`config.mk`:
```
export PLATFORM = sky130hd
export DESIGN_NAME = cascade_irq_ctrl
export DESIGN_NICKNAME = d
export VERILOG_FILES = /design/src/rtl/cic_pkg.sv /design/src/rtl/cic_req_reg.sv /design/src/rtl/cic_prio.sv /design/src/rtl/cic_port_fsm.sv /design/src/rtl/cascade_irq_ctrl.sv
export SDC_FILE = /design/constraint.sdc
export NUM_CORES = 1
export LEC_CHECK = 0
export BUFFER_PORTS_ARGS = -buffer_cell sky130_fd_sc_hd__buf_4
export CELL_PAD_IN_SITES_DETAIL_PLACEMENT = 0
export CELL_PAD_IN_SITES_GLOBAL_PLACEMENT = 1
export CORE_MARGIN = 1
export CORE_UTILIZATION = 47
export DETAILED_ROUTE_END_ITERATION = 10
export PLACE_DENSITY = 0.86
export SETUP_SLACK_MARGIN = 0.4
export SLEW_MARGIN = 20
export SYNTH_ARGS = -nofsm -noshare
export SYNTH_HDL_FRONTEND = slang
export SYNTH_SLANG_ARGS = --single-unit
```
`constraint.sdc`:
```
create_clock -name clk -period 7.6 [get_ports clk]
set_input_delay 1.52 -clock clk [delete_from_list [all_inputs] [get_ports clk]]
set_output_delay 1.52 -clock clk [all_outputs]
set_load 0.005 [all_outputs]
```
`src/rtl/cic_pkg.sv`:
```
package cic_pkg;
    typedef enum logic [1:0] {
        ST_RUN  = 2'd0,
        ST_BASE = 2'd1,
        ST_CASC = 2'd2,
        ST_MODE = 2'd3
    } init_st_t;

    localparam logic [7:0] CMD_INIT    = 8'h11;
    localparam logic [7:0] CMD_SEL_IRR = 8'h0A;
    localparam logic [7:0] CMD_SEL_ISR = 8'h0B;
    localparam logic [4:0] CMD_SEOI_HI = 5'b01100;
    localparam int         MODE_AEOI_BIT = 1;
endpackage

```
`src/rtl/cic_req_reg.sv`:
```
module cic_req_reg #(
    parameter int N = 8
) (
    input  logic         clk,
    input  logic         rst_n,
    input  logic [N-1:0] lines,
    input  logic [N-1:0] level_sel,
    input  logic [N-1:0] ack_clr,
    input  logic         init_clr,
    output logic [N-1:0] irr
);
    logic [N-1:0] prev_q;
    logic [N-1:0] rise;

    assign rise = lines & ~prev_q;

    always_ff @(posedge clk or negedge rst_n) begin
        if (!rst_n) begin
            prev_q <= '0;
            irr    <= '0;
        end else begin
            prev_q <= lines;
            if (init_clr) begin
                irr <= '0;
            end else begin
                irr <= (level_sel & lines) |
                       (~level_sel & ((irr & ~ack_clr) | rise));
            end
        end
    end

    for (genvar i = 0; i < N; i++) begin : g_chk

        edge_latch_chk: assert property (@(posedge clk) disable iff (!rst_n)
            (!init_clr && !level_sel[i] && lines[i] && !prev_q[i]) |=> irr[i]);
    end
endmodule

```
`src/rtl/cic_prio.sv`:
```
module cic_prio #(
    parameter int N   = 8,
    parameter int IDW = $clog2(N)
) (
    input  logic [N-1:0]   pending,
    input  logic [N-1:0]   isr,
    output logic           has_win,
    output logic [IDW-1:0] win_idx
);
    logic         any_pend;
    logic [IDW:0] isr_top;

    always_comb begin
        any_pend = 1'b0;
        win_idx  = '0;
        isr_top  = (IDW+1)'(N);
        for (int i = N - 1; i >= 0; i--) begin
            if (pending[i]) begin
                any_pend = 1'b1;
                win_idx  = IDW'(i);
            end
            if (isr[i]) begin
                isr_top = (IDW+1)'(i);
            end
        end
        has_win = any_pend && ({1'b0, win_idx} < isr_top);
    end
endmodule

```
`src/rtl/cic_port_fsm.sv`:
```
module cic_port_fsm
    import cic_pkg::*;
#(
    parameter int N   = 8,
    parameter int IDW = $clog2(N)
) (
    input  logic           clk,
    input  logic           rst_n,
    input  logic           bus_wr,
    input  logic           bus_addr,
    input  logic [7:0]     bus_wdata,
    output logic [N-1:0]   imr,
    output logic [7:0]     base,
    output logic [7:0]     cas_word,
    output logic           aeoi,
    output logic           rd_isr,
    output logic           init_clr,
    output logic           eoi_valid,
    output logic [IDW-1:0] eoi_idx
);
    init_st_t state_q, state_d;
    logic     cmd_wr, dat_wr;

    assign cmd_wr    = bus_wr && !bus_addr;
    assign dat_wr    = bus_wr && bus_addr;
    assign init_clr  = cmd_wr && (bus_wdata == CMD_INIT);
    assign eoi_valid = cmd_wr && (state_q == ST_RUN) &&
                       (bus_wdata[7:3] == CMD_SEOI_HI);
    assign eoi_idx   = bus_wdata[IDW-1:0];

    always_comb begin
        state_d = state_q;
        if (init_clr) begin
            state_d = ST_BASE;
        end else if (dat_wr) begin
            unique case (state_q)
                ST_BASE: state_d = ST_CASC;
                ST_CASC: state_d = ST_MODE;
                ST_MODE: state_d = ST_RUN;
                ST_RUN:  state_d = ST_RUN;
            endcase
        end
    end

    always_ff @(posedge clk or negedge rst_n) begin
        if (!rst_n) state_q <= ST_RUN;
        else        state_q <= state_d;
    end

    always_ff @(posedge clk or negedge rst_n) begin
        if (!rst_n) begin
            imr      <= '1;
            base     <= '0;
            cas_word <= '0;
            aeoi     <= 1'b0;
            rd_isr   <= 1'b0;
        end else if (init_clr) begin
            rd_isr <= 1'b0;
        end else if (cmd_wr && state_q == ST_RUN) begin
            if (bus_wdata == CMD_SEL_IRR) rd_isr <= 1'b0;
            if (bus_wdata == CMD_SEL_ISR) rd_isr <= 1'b1;
        end else if (dat_wr) begin
            unique case (state_q)
                ST_RUN:  imr      <= bus_wdata[N-1:0];
                ST_BASE: base     <= {bus_wdata[7:IDW], {IDW{1'b0}}};
                ST_CASC: cas_word <= bus_wdata;
                ST_MODE: aeoi     <= bus_wdata[MODE_AEOI_BIT];
            endcase
        end
    end


    init_enter_chk: assert property (@(posedge clk) disable iff (!rst_n)
        init_clr |=> (state_q == ST_BASE));


    mask_load_chk: assert property (@(posedge clk) disable iff (!rst_n)
        (dat_wr && state_q == ST_RUN && !init_clr) |=> (imr == $past(bus_wdata[N-1:0])));
endmodule

```
`src/rtl/cascade_irq_ctrl.sv`:
```
module cascade_irq_ctrl #(
    parameter int N   = 8,
    parameter int IDW = $clog2(N)
) (
    input  logic           clk,
    input  logic           rst_n,
    input  logic           bus_wr,
    input  logic           bus_addr,
    input  logic [7:0]     bus_wdata,
    output logic [7:0]     bus_rdata,
    input  logic [N-1:0]   req_in,
    input  logic [N-1:0]   req_level,
    input  logic           role_slave,
    input  logic           ack,
    input  logic [IDW-1:0] cas_sel_in,
    input  logic           cas_sel_valid,
    output logic           int_out,
    output logic           vec_valid,
    output logic [7:0]     vec_out,
    output logic [IDW-1:0] cas_out,
    output logic           cas_valid
);
    logic [N-1:0]   imr, irr, isr_q, pending;
    logic [N-1:0]   win_oh, ack_clr, isr_set, isr_clr;
    logic [7:0]     base, cas_word;
    logic           aeoi, rd_isr, init_clr, eoi_valid;
    logic [IDW-1:0] eoi_idx, win_idx, vec_idx;
    logic           has_win, slave_hit, ack_fire, spur, to_cascade;

    cic_port_fsm #(.N(N), .IDW(IDW)) u_port (
        .clk(clk), .rst_n(rst_n), .bus_wr(bus_wr), .bus_addr(bus_addr),
        .bus_wdata(bus_wdata), .imr(imr), .base(base), .cas_word(cas_word),
        .aeoi(aeoi), .rd_isr(rd_isr), .init_clr(init_clr),
        .eoi_valid(eoi_valid), .eoi_idx(eoi_idx)
    );

    cic_req_reg #(.N(N)) u_req (
        .clk(clk), .rst_n(rst_n), .lines(req_in), .level_sel(req_level),
        .ack_clr(ack_clr), .init_clr(init_clr), .irr(irr)
    );

    assign pending = irr & ~imr;

    cic_prio #(.N(N), .IDW(IDW)) u_prio (
        .pending(pending), .isr(isr_q), .has_win(has_win), .win_idx(win_idx)
    );

    assign int_out    = has_win;
    assign slave_hit  = cas_sel_valid && (cas_sel_in == cas_word[IDW-1:0]);
    assign ack_fire   = ack && (!role_slave || slave_hit);
    assign spur       = !has_win;
    assign to_cascade = !role_slave && !spur && cas_word[win_idx];
    assign win_oh     = {{(N-1){1'b0}}, 1'b1} << win_idx;
    assign ack_clr    = (ack_fire && !spur) ? win_oh : '0;
    assign isr_set    = (ack_fire && !spur && !aeoi) ? win_oh : '0;
    assign isr_clr    = eoi_valid ? ({{(N-1){1'b0}}, 1'b1} << eoi_idx) : '0;
    assign vec_idx    = spur ? IDW'(N - 1) : win_idx;

    always_ff @(posedge clk or negedge rst_n) begin
        if (!rst_n) begin
            isr_q     <= '0;
            vec_valid <= 1'b0;
            vec_out   <= '0;
            cas_valid <= 1'b0;
            cas_out   <= '0;
        end else begin
            if (init_clr) isr_q <= '0;
            else          isr_q <= (isr_q & ~isr_clr) | isr_set;
            vec_valid <= ack_fire && !to_cascade;
            cas_valid <= ack_fire && to_cascade;
            if (ack_fire) begin
                vec_out <= base | {{(8-IDW){1'b0}}, vec_idx};
                cas_out <= win_idx;
            end
        end
    end

    assign bus_rdata = bus_addr ? 8'(imr) : (rd_isr ? 8'(isr_q) : 8'(irr));


    aeoi_clean_chk: assert property (@(posedge clk) disable iff (!rst_n)
        (ack_fire && aeoi) |=> ((isr_q & ~$past(isr_q)) == '0));


    spur_vec_chk: assert property (@(posedge clk) disable iff (!rst_n)
        (ack_fire && spur && !eoi_valid && !init_clr) |=>
            (vec_valid && vec_out[IDW-1:0] == IDW'(N - 1) &&
             isr_q[N-1] == $past(isr_q[N-1])));


    one_isr_chk: assert property (@(posedge clk) disable iff (!rst_n)
        $onehot0(isr_q & ~$past(isr_q)));


    int_pend_chk: assert property (@(posedge clk) disable iff (!rst_n)
        int_out |-> ((irr & ~imr) != '0));


    slave_quiet_chk: assert property (@(posedge clk) disable iff (!rst_n)
        (role_slave && ack && !slave_hit) |=> (!vec_valid && !cas_valid));
endmodule

```
==> out/qor.csv <==
metric;value;unit
Post-DP HPWL;5220;um
total wire length;7280;um
Post-CTS Setup Repair Bufs;0;
status;complete, no violations;
Cell Area, Placed;3580;sq um
worst-path cell chain;nand2b_1 > o211ai_1 > a31oi_2 > ha_1 > o21a_1 > o22ai_1 > a31oi_2 > a21oi_1 > buf_4;
Final Max Slew Viols;0;
Leakage;1.68;nW
Synth Flop Type;dfrtp_1;
min Tclk post-route;4.36;ns
hold path depth;2;
CTS clock-pin slew for the worst setup and hold paths;0.07;ns
Inserted Clock Buffers;9;
grt ovf;0;
vias in the first global route;2400;
RR Endpoint;isr_q[1];
initial antenna violation count;0;
CTS HTree Levels;3;
startpoint types;flip-flop;
Clock Path Buffers;2;
Setup Crit Path Kind;flip-flop to output port;
# hold bufs at CTS;0;
DR vias;2425;
endpoints failing setup;0;
IO Pins;56;
die area;6930;sq um
CTS tree;yes;
Post-Syn Area;3100;sq um
Worst-Margin Slew;0.869;ns
setup ws final;3.24;ns
post-route cell area;3790;sq um
syn nets;334;
Global Route Usage Sum;23.1;%
Top delay family on crit path;compound AO/OA/AOI/OAI gates;
Reg2Reg Depth;10;
Root Driver;clkbuf_8;
post-synth cell types;49;
Setup TNS Final;0;ns
Vias/cell;5.61;
worst hold path type;flip-flop to flip-flop;
Hold Path End;cas_out[0];
critical path endpoint category;output port;
Synth area leader;dfrtp_1;
worst path bufs/invs;1;
Rows;29;
CORE AREA;6350;sq um
CP max stage delay;0.53;ns
Synth Instances;293;
CTS Sinks;62;
Die Ht;83.3;um
antenna viol nets, final;0;
global-route wire length before repair;12200;um
pre-CTS setup slack;3.61;ns
diodes inserted;0;
Final period util;57.4;%
DR pass1 iterations;4;
share of layout cells above drive strength 1;31.8;%
arrival time worst endpoint;2.84;ns
pin count of the biggest net entering global routing;63;
clock latency on the worst-skew pair;0.34;ns
Max-cap violations;0;
PortBufs;55;
Hold Vio Cnt, Final;0;
Ys Warns;0;
PD cells;359;nW/um^2
most used cell, CP;a31oi_2;
Hold WS;0.493;ns
Peak supply drop;0.000158;V
initial core utilization;48.9;%
CTS resizes;0;
residual DRC count;0;
Post-Syn Area per Cell;10.6;sq um
relative slew slack;42.0;%
largest cells by area after synthesis;dfrtp_1 44%, mux2_2 9.1%, dfstp_2 6.8%;
post-synthesis sequential area ratio;50.3;%
WL per Instance;16.8;um
RSZ-0062 raised after global routing;no;
Die X;83.3;um
placed cell count;416;
Hold Path Origin;cas_out[0];
fraction of registers with async set/reset;100;%
worst flop-to-flop path startpoint;u_port.imr[4];
Post-synth EDFFs;0;
non-filler instance count after layout;432;
Clock Skew;0.00429;ns
Yosys reg bits;62;
CP max stage cell;dfstp_2;
Crit path required time;6.08;ns
top cell type's share of synthesized area;43.5;%
Reg2Reg Setup Slack;4.40;ns
Max Fanout on Critical Path;10;
initial DRC count;195;
total power;1.36;mW
Layout area overhead;22.0;%
Fmax achieved;229;MHz
Post-Route Utilization;59.6;%
final weighted congestion in routability-driven placement;0.875;
Final nets;391;
==> Yosys cell counts, types with 2 or more instances <==
cell and number:
xnor2_1 3, a22oi_1 2, nor2_1 7, inv_1 21, o41ai_1 2, nor3b_1 2
mux2i_1 9, ha_1 7, o31ai_1 2, dfstp_2 8, o21ai_1 6, or3_1 3
nand2_1 30, nand3_1 2, nor3_1 3, nand2b_1 8, a21oi_1 17, o311ai_0 7
a31oi_2 2, dfrtp_1 54, o211ai_1 4, mux2_2 25, nand4_1 2, clkbuf_1 8
nor2b_1 7, nand2b_4 2, o21ai_0 28
==> routing by layer <==
layer / part of all wire (%) / vias up / GRT usage (%)
met3: 5.3 / 15 / 6.36
li1: - / 1164 / -
met2: 46 / 72 / 32.9
met1: 47 / 1174 / 33.0
met5: 0 / - / 0
met4: 2.2 / 0 / 9.56
==> layout by cell type (no fill, tap or decap), drive strengths merged, types with 8 or more instances in the layout <==
master,n
a21oi,17
mux2i,9
mux2,25
nand2,30
buf,55
inv,21
nand2b,10
o21ai,34
dfstp,8
o311ai,8
clkbuf,10
dfrtp,54
==> cell type report <==
| cell class | instances | area (sq um) |
|---|---|---|
| clock buffer | 10 | 138 |
| clock inverter | 6 | 71.3 |
| tap | 77 | 96.3 |
| inverter | 21 | 78.8 |
| timing repair buffer | 55 | 413 |
| sequential | 62 | 1560 |
| fill | 555 | 2560 |
| multi-input combinational | 201 | 1430 |
==> flip-flops by register name, indices dropped and copies added, names as in the netlist <==
name and cells:
cas_out 3, cas_valid 1, isr_q 8, u_port.aeoi 1
u_port.base 5, u_port.cas_word 8, u_port.imr 8, u_port.rd_isr 1
u_port.state_q 2, u_req.irr 8, u_req.prev_q 8, vec_out 8
vec_valid 1
==> cells by family after synthesis <==
family / share of synthesized area, %
compound gates: 16.0
xor+xnor: 0.847
fa+ha+maj: 2.82
buf+inv: 3.67
flops: 50.3
mux: 12.7
simple gates: 13.7
==> worst register-to-register path: stages (launching register included) <==
cell and delay (ns):
dfstp_2 0.53, nand2b_1 0.16, o211ai_1 0.12, a31oi_2 0.49, ha_1 0.34, o21a_1 0.18
o22ai_1 0.15, a31oi_2 0.08, or3_1 0.53, or3_1 0.35, a21oi_1 0.16
==> report_power, final <==
part | internal [mW] | switching [mW]
combinational | 0.257 | 0.243
sequential | 0.466 | 0.0939
clock | 0.162 | 0.139
total | 0.884 | 0.475
==> worst max-delay path by stage <==
stage,start,to,depth (start not counted),slack (ns)
floorplan,bus_addr,bus_rdata[0],4,3.94
global placement,u_port.imr[4],int_out,9,3.66
detailed placement,u_port.imr[4],int_out,9,3.61
CTS,u_port.imr[4],int_out,9,3.23
global route,u_port.imr[4],int_out,9,3.00
finish,u_port.imr[4],int_out,9,3.24
Power figures use the tool's default switching activity.
